## src/rtl/ras_pkg.sv

```systemverilog
package ras_pkg;

  typedef enum logic [1:0] {
    OP_IDLE = 2'd0,
    OP_PUSH = 2'd1,
    OP_POP  = 2'd2
  } ras_op_e;

  // Call outranks return when both are raised together.
  function automatic ras_op_e decode_op(input logic call, input logic ret);
    if (call)     return OP_PUSH;
    else if (ret) return OP_POP;
    else          return OP_IDLE;
  endfunction

  // Saturating occupancy arithmetic, bounded by 0 and depth.
  function automatic int occ_next(input int cnt, input ras_op_e op, input int depth);
    int n;
    n = cnt;
    if (op == OP_PUSH && cnt < depth) n = cnt + 1;
    if (op == OP_POP  && cnt > 0)     n = cnt - 1;
    return n;
  endfunction

endpackage

```

## src/rtl/ras_cell.sv

```systemverilog
module ras_cell #(
  parameter int AW = 16
) (
  input  logic             clk,
  input  logic             rst_n,
  input  ras_pkg::ras_op_e op_i,
  input  logic [AW-1:0]    upper_i,
  input  logic [AW-1:0]    lower_i,
  output logic [AW-1:0]    q_o
);
  import ras_pkg::*;

  logic [AW-1:0] q_r;

  always_ff @(posedge clk or negedge rst_n) begin
    if (!rst_n)              q_r <= '0;
    else if (op_i == OP_PUSH) q_r <= upper_i;
    else if (op_i == OP_POP)  q_r <= lower_i;
  end

  assign q_o = q_r;

  AST_PUSH_FROM_UPPER: assert property (@(posedge clk) disable iff (!rst_n)
    (op_i == OP_PUSH) |=> (q_o == $past(upper_i)));
  AST_POP_FROM_LOWER: assert property (@(posedge clk) disable iff (!rst_n)
    (op_i == OP_POP) |=> (q_o == $past(lower_i)));
  AST_IDLE_HOLDS: assert property (@(posedge clk) disable iff (!rst_n)
    (op_i == OP_IDLE) |=> $stable(q_o));

endmodule

```

## src/rtl/ras_occupancy.sv

```systemverilog
module ras_occupancy #(
  parameter int DEPTH = 2,
  localparam int CW = $clog2(DEPTH + 1)
) (
  input  logic             clk,
  input  logic             rst_n,
  input  ras_pkg::ras_op_e op_i,
  output logic             empty_o,
  output logic             full_o
);
  import ras_pkg::*;

  logic [CW-1:0] count_q;

  always_ff @(posedge clk or negedge rst_n) begin
    if (!rst_n) count_q <= '0;
    else        count_q <= CW'(occ_next(int'(count_q), op_i, DEPTH));
  end

  assign empty_o = (count_q == '0);
  assign full_o  = (count_q == CW'(DEPTH));

  AST_OCC_BOUND: assert property (@(posedge clk) disable iff (!rst_n)
    (int'(count_q) <= DEPTH));
  AST_OCC_INC: assert property (@(posedge clk) disable iff (!rst_n)
    (op_i == OP_PUSH && !full_o) |=> (int'(count_q) == int'($past(count_q)) + 1));
  AST_OCC_DEC: assert property (@(posedge clk) disable iff (!rst_n)
    (op_i == OP_POP && !empty_o) |=> (int'(count_q) == int'($past(count_q)) - 1));
  AST_EMPTY_POP_STAYS: assert property (@(posedge clk) disable iff (!rst_n)
    (op_i == OP_POP && empty_o) |=> empty_o);
  AST_FULL_PUSH_STAYS: assert property (@(posedge clk) disable iff (!rst_n)
    (op_i == OP_PUSH && full_o) |=> full_o);

endmodule

```

## src/rtl/ras_shift_stack.sv

```systemverilog
module ras_shift_stack #(
  parameter int   AW        = 16,
  parameter int   DEPTH     = 2,
  parameter logic FILL_ZERO = 1'b1
) (
  input  logic          clk,
  input  logic          rst_n,
  input  logic          call_i,
  input  logic          ret_i,
  input  logic [AW-1:0] ret_addr_i,
  output logic [AW-1:0] pc_ret_o,
  output logic [AW-1:0] top_o,
  output logic          empty_o,
  output logic          full_o
);
  import ras_pkg::*;

  ras_op_e       op;
  logic          push_evt;
  logic          pop_evt;
  logic [AW-1:0] stage_q   [DEPTH];
  logic [AW-1:0] stage_up  [DEPTH];
  logic [AW-1:0] stage_low [DEPTH];

  assign op       = decode_op(call_i, ret_i);
  assign push_evt = (op == OP_PUSH);
  assign pop_evt  = (op == OP_POP);

  for (genvar i = 0; i < DEPTH; i++) begin : g_level
    if (i == 0) begin : g_head
      assign stage_up[i] = ret_addr_i;
    end else begin : g_body
      assign stage_up[i] = stage_q[i-1];
    end

    if (i == DEPTH - 1) begin : g_tail
      if (FILL_ZERO) begin : g_zero
        assign stage_low[i] = '0;
      end else begin : g_hold
        assign stage_low[i] = stage_q[i];
      end
    end else begin : g_link
      assign stage_low[i] = stage_q[i+1];
    end

    ras_cell #(.AW(AW)) u_cell (
      .clk     (clk),
      .rst_n   (rst_n),
      .op_i    (op),
      .upper_i (stage_up[i]),
      .lower_i (stage_low[i]),
      .q_o     (stage_q[i])
    );
  end

  ras_occupancy #(.DEPTH(DEPTH)) u_occ (
    .clk     (clk),
    .rst_n   (rst_n),
    .op_i    (op),
    .empty_o (empty_o),
    .full_o  (full_o)
  );

  assign top_o    = stage_q[0];
  assign pc_ret_o = pop_evt ? stage_q[0] : '0;

  AST_CALL_CAPTURE: assert property (@(posedge clk) disable iff (!rst_n)
    call_i |=> (top_o == $past(ret_addr_i)));
  AST_RET_PRESENTS_TOP: assert property (@(posedge clk) disable iff (!rst_n)
    (ret_i && !call_i) |-> (pc_ret_o == top_o));
  AST_CALL_WINS: assert property (@(posedge clk) disable iff (!rst_n)
    (call_i && ret_i) |-> (pc_ret_o == '0));
  AST_NO_RET_NO_PC: assert property (@(posedge clk) disable iff (!rst_n)
    !ret_i |-> (pc_ret_o == '0));
  AST_STATUS_EXCLUSIVE: assert property (@(posedge clk) disable iff (!rst_n)
    !(empty_o && full_o));

  if (DEPTH > 1) begin : g_deep_chk
    AST_OVERFLOW_DROP: assert property (@(posedge clk) disable iff (!rst_n)
      (push_evt && full_o) |=> (stage_q[DEPTH-1] == $past(stage_q[DEPTH-2])));
  end

  if (FILL_ZERO) begin : g_fill_chk
    AST_TAIL_ZERO: assert property (@(posedge clk) disable iff (!rst_n)
      pop_evt |=> (stage_q[DEPTH-1] == '0));
  end else begin : g_hold_chk
    AST_TAIL_HOLD: assert property (@(posedge clk) disable iff (!rst_n)
      pop_evt |=> $stable(stage_q[DEPTH-1]));
  end

endmodule

```

## config.mk

```make
export PLATFORM = sky130hd
export DESIGN_NAME = ras_shift_stack
export DESIGN_NICKNAME = d
export VERILOG_FILES = /design/src/rtl/ras_pkg.sv /design/src/rtl/ras_cell.sv /design/src/rtl/ras_occupancy.sv /design/src/rtl/ras_shift_stack.sv
export SDC_FILE = /design/constraint.sdc
export NUM_CORES = 1
export LEC_CHECK = 0
export ABC_AREA = 0
export ABC_CLOCK_PERIOD_IN_PS = 1500
export CORE_ASPECT_RATIO = 0.5
export CORE_UTILIZATION = 49
export CTS_BUF_LIST = sky130_fd_sc_hd__clkbuf_16
export DETAILED_ROUTE_END_ITERATION = 7
export MAX_ROUTING_LAYER = met4
export PLACE_DENSITY_LB_ADDON = 0.05
export REMOVE_ABC_BUFFERS = 1
export SLEW_MARGIN = 20
export SYNTH_ARGS = -nofsm -noshare
export SYNTH_HDL_FRONTEND = slang
export SYNTH_SLANG_ARGS = --single-unit
```

## constraint.sdc

```tcl
create_clock -name clk -period 1.5 [get_ports clk]
set_clock_uncertainty 0.1 [all_clocks]
set_input_delay 0.3 -clock clk [delete_from_list [all_inputs] [get_ports clk]]
set_output_delay 0.3 -clock clk [all_outputs]
set_load 0.02 [all_outputs]
```

==> impl_metrics.env <==
export IMPL_finalHoldViolations=0
export IMPL_power_density_mw_per_mm2=1172
export IMPL_ys_warn_count=0
export IMPL_grt_overflow_total=0
export IMPL_ys_seq_area_frac=0.5101
export IMPL_setup_violations=0
export IMPL_grt_max_degree=68
export IMPL_design_area_sq_mm=0.002277
export IMPL_worstMarginPinSlew_ns=0.5411
export IMPL_vias_per_cell=5.048
export IMPL_reg2regPathDepth=3
export IMPL_regToRegSetupSlack_ns=0.38
export IMPL_clock_sink_count=34
export IMPL_slew_headroom=0.6393
export IMPL_min_period_over_period=0.9663
export IMPL_crit_path_end_kind="primary output"
export IMPL_h_tree_depth=2
export IMPL_final_nets=251
export IMPL_fmax_mhz=689.9
export IMPL_fin_util=0.7303
export IMPL_synth_distinct_cells=19
export IMPL_first_pass_iters=6
export IMPL_fin_ws_ns=0.05050
export IMPL_postSynthAreaPerCell_sq_um=9.987
export IMPL_cp_max_fo=5
export IMPL_ioPinCount=54
export IMPL_clockBufferDepth=2
export IMPL_r2r_start="u_occ.count_q[0]$_DFFE_PN0P_"
export IMPL_die_area_sq_mm=0.003655
export IMPL_fin_total_pwr_w=0.002668
export IMPL_layout_min_cycle_time_ns=1.450
export IMPL_antenna_found_initial=0
export IMPL_power_frac_comb=0.230
export IMPL_p_leak_nw=1.136
export IMPL_diodes=0
export IMPL_pre_cts_ws_ns=-0.3375
export IMPL_start_kind="flip-flop"
export IMPL_clockPowerShare=0.350
export IMPL_peakVddDrop_mv=0.8449
export IMPL_synth_cells=167
export IMPL_cts_tree="built"
export IMPL_port_buffers=53
export IMPL_num_rows=14
export IMPL_violations="design-rule violations"
export IMPL_crit_arrival_ns=1.05
export IMPL_required_ns=1.10
export IMPL_post_cts_setup_buffers=0
export IMPL_max_cap_viol_count=0
export IMPL_finalMaxSlewViolations=0
export IMPL_tns_ns=0
export IMPL_clk_pin_slew_worst_paths_ns=0.05
export IMPL_grt_pass1_wl_um=5975
export IMPL_wl_per_cell_um=13.22
export IMPL_grt_pass1_vias=1295
export IMPL_syn_cell_area_sq_mm=0.001668
export IMPL_yosys_area_top_type_share=0.5101
export IMPL_status="complete, but fails checks"
export IMPL_drt_iter0_markers=56
export IMPL_track_usage=0.2255
export IMPL_rsz0062_at_grt="false"
export IMPL_numCtsBuffers=5
export IMPL_place_gp_congestion=0.6755
export IMPL_finalWirelength_um=3570
export IMPL_seqPwrFrac=0.420
export IMPL_power_switching_w=0.0007624
export IMPL_die_h_um=43.26
export IMPL_crit_path_top_delay_cell="dfrtp_1"
export IMPL_internal_power_w=0.001906
export IMPL_synth_seq_cells=34
export IMPL_ant_nets=0
export IMPL_postPlaceCellArea_sq_mm=0.002246
export IMPL_swShare=0.2858
export IMPL_vias=1363
export IMPL_hpwl_um=2376
export IMPL_die_x_um=84.51
export IMPL_drcViolationCount=6
export IMPL_initial_core_util=0.5349
export IMPL_synth_area_leaders="dfrtp_1, mux2i_1, nand2_1"
export IMPL_clk_latency_ns=0.27
export IMPL_drive_gt1_frac=0.1870
export IMPL_yosys_area_top_type="dfrtp_1"
export IMPL_hold_class="in -> async"
export IMPL_clock_root_buffer="clkbuf_16"
export IMPL_criticalPathCategory="reg -> out"
export IMPL_rr_endpoint="u_occ.count_q[0]$_DFFE_PN0P_"
export IMPL_cp_slowest_stage_delay_ns=0.44
export IMPL_syn_to_final_growth_pct=36.53
export IMPL_path_cells="nor2_1, buf_2"
export IMPL_core_area_sq_mm=0.003118
[cells in the final DEF, fill, tap and decap left out]
master            n
o21ai_0          22
buf_4            14
o21ai_1           9
clkbuf_16         5
a22o_1            1
clkdlybuf4s50_1  16
xor2_1            1
buf_2            21
a211oi_1          1
nand2b_1         16
nand2_1          31
nor2b_1           1
and2_1           16
dlygate4sd3_1     1
clkinv_1          1
nor2_1            3
nor2b_4           1
dfrtp_1          34
dlygate4sd2_1    16
mux2i_1          16
nor2b_2           1
buf_12            1
a21oi_1           2
[power groups by stage]
stage	logic, W	clock network (W)	registers, W
after floorplan	0.000249	0	0.00117
after global placement	0.000669	0	0.00112
after detailed placement	0.000685	0	0.00113
after CTS	0.000631	0.000956	0.00112
after global routing	0.000675	0.000988	0.00113
final	0.000614	0.000934	0.00112
[state kept, by name, summed over array words and instances (netlist names)]
register and count:
u_occ.count_q 2, g_level.u_cell.q_o 32
[synthesized netlist by cell type]
master / n
buf_2: 2
a21oi_1: 2
xor2_1: 1
mux2i_1: 16
o21ai_0: 22
nor2b_4: 1
buf_4: 1
a22o_1: 1
o21ai_1: 9
buf_6: 6
clkbuf_1: 2
nand2b_1: 16
and2_1: 16
nor2b_1: 2
buf_12: 1
nand2_1: 31
dfrtp_1: 34
nor2_1: 3
a211oi_1: 1
[per-layer routing]
layer  vias up  part of all wire  track usage
li1        674                 -            -
met1       647              0.45       0.2706
met2        37              0.49       0.3772
met3         5             0.053      0.06809
met4         0            0.0081      0.06102
met5         -                 0            -
[through the flow]
step | hold slack [ns] | instances
floorplan | -0.09559 | 155
global placement | 0.1363 | 263
detailed placement | 0.1332 | 263
CTS | 0.3777 | 270
global route | 0.4113 | 270
finish | 0.3688 | 270
[worst max-delay path by stage]
stage               depth (start not counted)                            to                          from
finish                                      2                       empty_o  u_occ.count_q[0]$_DFFE_PN0P_
global route                                2                       empty_o  u_occ.count_q[0]$_DFFE_PN0P_
detailed placement                          5                   pc_ret_o[7]                         ret_i
global placement                            5                   pc_ret_o[7]                         ret_i
CTS                                         5                   pc_ret_o[7]                         ret_i
floorplan                                   3  u_occ.count_q[0]$_DFFE_PN0P_  u_occ.count_q[0]$_DFFE_PN0P_
[area by class of cell]
cell class	instances	area, sq um
Sequential cell	34	850.8
Fill cell	247	840.8
Multi-Input combinational cell	121	706.9
Timing Repair Buffer	69	540.5
Clock buffer	5	125.1
Tap cell	40	50.05
Clock inverter	1	3.754
[critical path: cells and delay by family, from the launching register on]
family / cells / cell delay [ns]
DFF: 1 / 0.44
buffers and inverters: 1 / 0.18
and+or+nand+nor: 1 / 0.16
[what timing repair did]
item                                    4_1_cts  5_1_grt
hold endpoints to repair                     15        0
cloned                                        0        0
endpoints found under the setup margin       34       16
resized for setup                            73       16
hold buffers                                  1        0
[cells by family after synthesis]
family	after synthesis	share of synthesized area
and+or+nand+nor	69	0.2123
AOI/OAI and AO/OA	35	0.1088
buffers and inverters	12	0.06752
DFF	34	0.5101
xor gates and xnor gates	1	0.005252
muxes	16	0.09602
(Power assumes the default switching activity.)
